[config.mk]
export PLATFORM = sky130hd
export DESIGN_NAME = cd_timer
export DESIGN_NICKNAME = d
export VERILOG_FILES = /design/src/rtl/tmr_pkg.sv /design/src/rtl/tmr_prescale.sv /design/src/rtl/tmr_counter.sv /design/src/rtl/tmr_regs.sv /design/src/rtl/cd_timer.sv
export SDC_FILE = /design/constraint.sdc
export NUM_CORES = 1
export LEC_CHECK = 0
export BUFFER_PORTS_ARGS = -buffer_cell sky130_fd_sc_hd__buf_2
export CELL_PAD_IN_SITES_DETAIL_PLACEMENT = 0
export CELL_PAD_IN_SITES_GLOBAL_PLACEMENT = 1
export CORE_ASPECT_RATIO = 0.9
export CORE_MARGIN = 2
export CORE_UTILIZATION = 44
export DETAILED_ROUTE_END_ITERATION = 16
export HOLD_SLACK_MARGIN = 0.05
export PLACE_DENSITY_LB_ADDON = 0.1
export SYNTH_ARGS = -nofsm -noshare
export SYNTH_HDL_FRONTEND = slang
export SYNTH_SLANG_ARGS = --single-unit
[constraint.sdc]
create_clock -name clk -period 5.04 [get_ports clk]
set_input_delay 0.252 -clock clk [delete_from_list [all_inputs] [get_ports clk]]
set_output_delay 0.252 -clock clk [all_outputs]
set_load 0.01 [all_outputs]
[src/rtl/tmr_pkg.sv]
`timescale 1ns/1ps
package tmr_pkg;
  localparam logic [7:0] OFS_GIE  = 8'h00;
  localparam logic [7:0] OFS_STAT = 8'h04;
  localparam logic [7:0] OFS_CTL  = 8'h10;
  localparam logic [7:0] OFS_IVAL = 8'h14;
  localparam logic [7:0] OFS_CNT  = 8'h18;

  localparam int unsigned CTL_W = 8;

  // Control byte, MSB first; bit positions are software-visible.
  typedef struct packed {
    logic       one_shot;  // 7
    logic [2:0] div_code;  // 6:4
    logic [1:0] src_sel;   // 3:2
    logic       reload;    // 1
    logic       run;       // 0
  } ctl_t;

  localparam logic [1:0] SRC_LO = 2'd0;
  localparam logic [1:0] SRC_HI = 2'd1;
endpackage

[src/rtl/tmr_prescale.sv]
`timescale 1ns/1ps
module tmr_prescale #(
  parameter int unsigned PRE_W = 3
) (
  input  logic             clk,
  input  logic             rst_n,
  input  logic             run,
  input  logic             restart,
  input  logic [1:0]       src_sel,
  input  logic [PRE_W-1:0] div_code,
  input  logic             strobe_lo,
  input  logic             strobe_hi,
  output logic             tick
);
  import tmr_pkg::*;

  localparam int unsigned DIV_W = (1 << PRE_W) - 1;

  logic             src_pulse;
  logic [DIV_W-1:0] div_cnt;
  logic [DIV_W-1:0] mask;

  always_comb begin
    unique case (src_sel)
      SRC_LO:  src_pulse = strobe_lo;
      SRC_HI:  src_pulse = strobe_hi;
      default: src_pulse = 1'b0;
    endcase
  end

  // mask has div_code low ones: a tick every 2^div_code strobes
  for (genvar gi = 0; gi < DIV_W; gi++) begin : g_mask
    assign mask[gi] = (PRE_W'(gi) < div_code);
  end

  always_ff @(posedge clk) begin
    if (!rst_n)                div_cnt <= '0;
    else if (restart || !run)  div_cnt <= '0;
    else if (src_pulse)        div_cnt <= div_cnt + 1'b1;
  end

  assign tick = run && src_pulse && ((div_cnt & mask) == mask);

  AST_TICK_SPACING: assert property (@(posedge clk) disable iff (!rst_n)
    (tick && div_code != '0) |=> !tick);
endmodule

[src/rtl/tmr_counter.sv]
`timescale 1ns/1ps
module tmr_counter #(
  parameter int unsigned CNT_W = 32
) (
  input  logic             clk,
  input  logic             rst_n,
  input  logic             tick,
  input  logic             run,
  input  logic             one_shot,
  input  logic             load_we,
  input  logic [CNT_W-1:0] load_val,
  input  logic             reload,
  input  logic [CNT_W-1:0] interval,
  output logic [CNT_W-1:0] count,
  output logic             expire
);
  logic step;
  assign step   = tick && run && !load_we && !reload;
  assign expire = step && (count == CNT_W'(1));

  always_ff @(posedge clk) begin
    if (!rst_n)            count <= '0;
    else if (load_we)      count <= load_val;
    else if (reload)       count <= interval;
    else if (expire)       count <= one_shot ? '0 : interval;
    else if (step && count != '0) count <= count - 1'b1;
  end

  AST_DIRECT_LOAD: assert property (@(posedge clk) disable iff (!rst_n)
    load_we |=> count == $past(load_val));
  AST_STEP_DOWN: assert property (@(posedge clk) disable iff (!rst_n)
    (step && count > CNT_W'(1)) |=> count == $past(count) - 1'b1);
  AST_HOLD_STOPPED: assert property (@(posedge clk) disable iff (!rst_n)
    (!run && !load_we && !reload) |=> $stable(count));
endmodule

[src/rtl/tmr_regs.sv]
`timescale 1ns/1ps
module tmr_regs #(
  parameter int unsigned ADDR_W = 8,
  parameter int unsigned CNT_W  = 32
) (
  input  logic              clk,
  input  logic              rst_n,
  input  logic [ADDR_W-1:0] bus_addr,
  input  logic              bus_wr_en,
  input  logic [31:0]       bus_wr_data,
  input  logic              bus_rd_en,
  output logic [31:0]       bus_rd_data,
  input  logic              expire,
  input  logic [CNT_W-1:0]  count,
  output tmr_pkg::ctl_t     ctl,
  output logic [CNT_W-1:0]  interval,
  output logic              cnt_we,
  output logic [CNT_W-1:0]  cnt_wdata,
  output logic              ctl_we,
  output logic              irq
);
  import tmr_pkg::*;

  logic gie, status;
  logic hit_gie, hit_stat, hit_ctl, hit_ival;

  assign hit_gie  = bus_wr_en && (bus_addr == ADDR_W'(OFS_GIE));
  assign hit_stat = bus_wr_en && (bus_addr == ADDR_W'(OFS_STAT));
  assign hit_ctl  = bus_wr_en && (bus_addr == ADDR_W'(OFS_CTL));
  assign hit_ival = bus_wr_en && (bus_addr == ADDR_W'(OFS_IVAL));
  assign cnt_we   = bus_wr_en && (bus_addr == ADDR_W'(OFS_CNT));
  assign cnt_wdata = bus_wr_data[CNT_W-1:0];
  assign ctl_we   = hit_ctl;

  always_ff @(posedge clk) begin
    if (!rst_n)        gie <= 1'b0;
    else if (hit_gie)  gie <= bus_wr_data[0];
  end

  // set wins over a same-cycle clear
  always_ff @(posedge clk) begin
    if (!rst_n)                           status <= 1'b0;
    else if (expire)                      status <= 1'b1;
    else if (hit_stat && bus_wr_data[0])  status <= 1'b0;
  end

  always_ff @(posedge clk) begin
    if (!rst_n) ctl <= '0;
    else if (hit_ctl) ctl <= ctl_t'(bus_wr_data[CTL_W-1:0]);
    else begin
      if (ctl.reload)             ctl.reload <= 1'b0;
      if (expire && ctl.one_shot) ctl.run    <= 1'b0;
    end
  end

  always_ff @(posedge clk) begin
    if (!rst_n)        interval <= '0;
    else if (hit_ival) interval <= bus_wr_data[CNT_W-1:0];
  end

  always_comb begin
    bus_rd_data = '0;
    if (bus_rd_en) begin
      unique case (bus_addr)
        ADDR_W'(OFS_GIE):  bus_rd_data = {31'b0, gie};
        ADDR_W'(OFS_STAT): bus_rd_data = {31'b0, status};
        ADDR_W'(OFS_CTL):  bus_rd_data = {{(32-CTL_W){1'b0}}, ctl};
        ADDR_W'(OFS_IVAL): bus_rd_data = 32'(interval);
        ADDR_W'(OFS_CNT):  bus_rd_data = 32'(count);
        default:           bus_rd_data = '0;
      endcase
    end
  end

  assign irq = status && gie;

  AST_EXPIRE_SETS_FLAG: assert property (@(posedge clk) disable iff (!rst_n)
    expire |=> status);
  AST_ONESHOT_STOPS: assert property (@(posedge clk) disable iff (!rst_n)
    (expire && ctl.one_shot && !hit_ctl) |=> !ctl.run);
  AST_RELOAD_SELF_CLEAR: assert property (@(posedge clk) disable iff (!rst_n)
    (ctl.reload && !hit_ctl) |=> !ctl.reload);
  AST_W1C: assert property (@(posedge clk) disable iff (!rst_n)
    (hit_stat && bus_wr_data[0] && !expire) |=> !status);
endmodule

[src/rtl/cd_timer.sv]
`timescale 1ns/1ps
module cd_timer #(
  parameter int unsigned ADDR_W = 8,
  parameter int unsigned CNT_W  = 32,
  parameter int unsigned PRE_W  = 3
) (
  input  logic              clk,
  input  logic              rst_n,
  input  logic              tick_lo,
  input  logic              tick_hi,
  input  logic [ADDR_W-1:0] bus_addr,
  input  logic              bus_wr_en,
  input  logic [31:0]       bus_wr_data,
  input  logic              bus_rd_en,
  output logic [31:0]       bus_rd_data,
  output logic              irq
);
  import tmr_pkg::*;

  ctl_t             ctl;
  logic [CNT_W-1:0] interval, count, cnt_wdata;
  logic             cnt_we, ctl_we, expire, tick;

  tmr_regs #(.ADDR_W(ADDR_W), .CNT_W(CNT_W)) u_regs (
    .clk(clk), .rst_n(rst_n),
    .bus_addr(bus_addr), .bus_wr_en(bus_wr_en), .bus_wr_data(bus_wr_data),
    .bus_rd_en(bus_rd_en), .bus_rd_data(bus_rd_data),
    .expire(expire), .count(count), .ctl(ctl), .interval(interval),
    .cnt_we(cnt_we), .cnt_wdata(cnt_wdata), .ctl_we(ctl_we), .irq(irq)
  );

  tmr_prescale #(.PRE_W(PRE_W)) u_pre (
    .clk(clk), .rst_n(rst_n), .run(ctl.run), .restart(ctl_we),
    .src_sel(ctl.src_sel), .div_code(ctl.div_code[PRE_W-1:0]),
    .strobe_lo(tick_lo), .strobe_hi(tick_hi), .tick(tick)
  );

  tmr_counter #(.CNT_W(CNT_W)) u_cnt (
    .clk(clk), .rst_n(rst_n), .tick(tick), .run(ctl.run),
    .one_shot(ctl.one_shot), .load_we(cnt_we), .load_val(cnt_wdata),
    .reload(ctl.reload), .interval(interval), .count(count), .expire(expire)
  );
endmodule

==> out/results.tsv <==
stage	metric	value	unit
clock_tree	hold_buf cts	0	
place	placed cell areas	0.00516	mm2
sta	Final TNS setup	0	ps
detailed_routing	DR WL/cell	18.1	um
power_and_ir_drop	internal power	1.13	mW
sta	Max Slew Vio Count	0	
cells_and_area	fin util	0.528	
die	die span in x	114	um
worst_hold_path	Min-Delay Startpoint	bus_wr_data[24]	
yosys	Post-Syn Instances	630	
detailed_routing	DR vias/cell	6.09	
die	Die Span Y	103	um
worst_setup_path	Worst Path Arrival	3670	ps
clock_tree	clock-pin transition on the worst setup and hold timing paths	60	ps
worst_setup_path	reg2reg start	u_cnt.count[13]	
clock_tree	CTS Sinks	81	
yosys	Synth Cell Area	0.00475	mm2
worst_setup_path	cell at the slowest stage of the critical path	or4_1	
sta	period utilization	0.683	
power_and_ir_drop	Sw Pwr	0.319	mW
worst_setup_path	CP max FO	22	
place	Buffers on Ports	78	
cells_and_area	synthesis-to-finish area growth	15.3	%
worst_setup_path	CP startpoint kind	flop	
die	Site Rows	35	
grt	Total Routing Usage GR	0.263	
yosys	EDFF count, synth	0	
sta	Setup Skew	8.67	ps
die	Die ar.	0.0117	mm2
grt	largest net degree at the start of global routing	57	
detailed_routing	final wirelength	14700	um
yosys	largest cells by area after synthesis	dfxtp_1 (34%), nand2_1 (8.6%), a22oi_1 (6.0%)	
clock_tree	clk buf depth	2	
sta	crit path time final	3440	ps
detailed_routing	1st-pass router iterations	7	
place	DP HPWL	10400	um
sta	worst-margin pin slew	1020	ps
clock_tree	TritonCTS clock tree	built	
yosys	Seq/Total Area, Yosys	0.341	
cells_and_area	Nets	728	
yosys	#FFs+latches synth	81	
yosys	Post-synth ARST share	0	
worst_setup_path	CP max stage delay	710	ps
detailed_routing	Routed Antenna Nets	0	
power_and_ir_drop	PwrDens	264	mW/mm2
worst_setup_path	worst path bufs/invs	1	
cells_and_area	Antenna diodes	0	
grt	gr ovfl total	0	
die	IO Pins	79	
worst_setup_path	crit-path cells	or4_1, nor4_4, nand4_1, a21boi_2, buf_4, nand2b_1, nor2_1, a22o_1	
yosys	Yosys cell types	66	
yosys	ys flop type	dfxtp_1	
sta	RSZ-0062 raised after global routing	false	
sta	# setup viols final	0	
worst_setup_path	Top Family by Delay on Critical Path	simple AND/OR/NAND/NOR gates	
die	Core Area	0.0104	mm2
die	Initial Utilization	0.458	
worst_setup_path	Worst setup EP type	flop	
clock_tree	total CTS buffers	9	
detailed_routing	drc violations	0	
power_and_ir_drop	combinational share of power	0.064	
clock_tree	post-CTS setup buffers	0	
clock_tree	Clock Latency Late Sink	340	ps
worst_setup_path	Critical Path RT	5270	ps
power_and_ir_drop	Net Sw Frac	0.221	
clock_tree	CTS Root Cell	clkbuf_16	
sta	Hold Vio Cnt, Final	0	
yosys	syn_nets	680	
power_and_ir_drop	sequential group share of total power	0.445	
worst_setup_path	worst setup path start	u_cnt.count[13]	
clock_tree	htree depth	3	
clock_tree	Resized cells post-CTS	0	
run_status	status	finished, final reports clean	
yosys	top-area cell type share of the netlist area	0.341	
sta	Slew headroom	0.321	
worst_hold_path	worst min path class	in -> reg	
detailed_routing	DR iter-0 viols	348	
power_and_ir_drop	Leakage	2.12	nW
place	Final Wtd Congestion	0.865	
grt	initial antenna violation count	0	
yosys	synth warn	0	
sta	FMAX	290	MHz
detailed_routing	Via Count	4948	
yosys	Avg Inst Size Synth	7.54	um2
cells_and_area	share of cells above drive strength 1	0.179	
power_and_ir_drop	Peak supply drop	0.258	mV
grt	global-route wire length before repair	24500	um
cells_and_area	final instance area	0.00548	mm2
flow_run	max_cap viols	0	
grt	vias in the first global route	4794	
power_and_ir_drop	clock network power share	0.490	
worst_setup_path	crit path kind	reg -> reg	
yosys	area leader, netlist	dfxtp_1	
-- sequential cells by signal, indices dropped and copies added, names as in the netlist --
register         flops
u_cnt.count         32
u_regs.interval     32
u_regs.ctl           8
u_pre.div_cnt        7
u_regs.gie           1
u_regs.status        1
-- worst min-delay path: stages --
cell	delay, ps
buf_2	100
nand2_1	50
a21oi_1	50
-- kinds of logic (layout without fill, tap and decap cells) --
kind of cell	count (synthesis)	after routing	share of synthesized area
simple gates	275	275	0.274
compound gates	183	183	0.263
flops	81	81	0.341
buf+inv	58	111	0.0540
xor+xnor	26	26	0.0479
fa+ha+maj	4	4	0.0105
mux	3	3	0.00895
-- cells in the final DEF, fill, tap and decap left out, drive strengths merged, types with 3 or more instances in the layout --
cell / count
nand2: 109
buf: 88
dfxtp: 81
nor2: 76
a21oi: 49
a22oi: 38
o21ai: 22
nand3: 20
xor2: 15
a221oi: 15
o31ai: 12
xnor2: 11
clkbuf: 11
o22ai: 10
nor3: 10
or3: 10
nor4: 9
a222oi: 7
inv: 7
or4: 6
and2: 5
or2: 5
nand4: 4
nand2b: 4
o32ai: 4
a22o: 4
ha: 4
a21boi: 4
nor2b: 3
and3: 3
nor4b: 3
clkinv: 3
-- metal layers --
layer | up-vias | GRT usage | share of wire
met5 | - | 0 | 0
met4 | 0 | 0.0966 | 0.018
met3 | 24 | 0.0435 | 0.060
met2 | 200 | 0.420 | 0.45
met1 | 2341 | 0.361 | 0.47
li1 | 2383 | - | -
-- metrics by stage --
| step | power, mW | hold WS (ps) | setup WS, ps | std cells |
|---|---|---|---|---|
| after global routing | 1.49 | 157 | 1340 | 812 |
| after detailed placement | 0.749 | 469 | 1410 | 796 |
| after floorplan | 0.710 | 366 | 2620 | 630 |
| after CTS | 1.45 | 150 | 1640 | 812 |
| after global placement | 0.747 | 461 | 1560 | 796 |
| final | 1.44 | 153 | 1600 | 812 |
-- Yosys cell counts (6+ instances only) --
cell type	n
clkbuf_1	38
o21ai_0	20
o31ai_1	12
xor2_1	15
nand2_1	109
nor3_1	9
a22oi_1	38
a21oi_1	49
o22ai_1	10
a221oi_1	15
nor2_1	76
a222oi_1	7
inv_1	6
dfxtp_1	81
buf_2	7
or3_1	9
nor4_1	8
or4_1	6
nand3_1	20
xnor2_1	11
-- area by class of cell --
class                   count  area (um2)
repair buffers             88         465
clock inverters             5        78.8
clock buffers              11         243
inverters                   7        26.3
well taps                 129         161
fillers                  1028        4900
multi-input cells         491        2890
flip-flops and latches     81        1620
-- final timing paths --
kind | to | slack, ps | depth (start not counted)
setup / recovery | u_cnt.count[30] | 1600 | 8
hold / removal | u_regs.interval[24] | 150 | 3
setup reg to reg | u_cnt.count[30] | 1600 | 8
hold reg to reg | u_regs.interval[21] | 480 | 2
-- power groups by stage --
stage	logic [mW]	clock network [mW]	registers, mW
after floorplan	0.0531	0	0.657
after global placement	0.0899	0	0.657
after detailed placement	0.0915	0	0.658
after CTS	0.0920	0.719	0.643
after global routing	0.103	0.745	0.643
final	0.0931	0.708	0.643
Power figures use the tool's default switching activity.
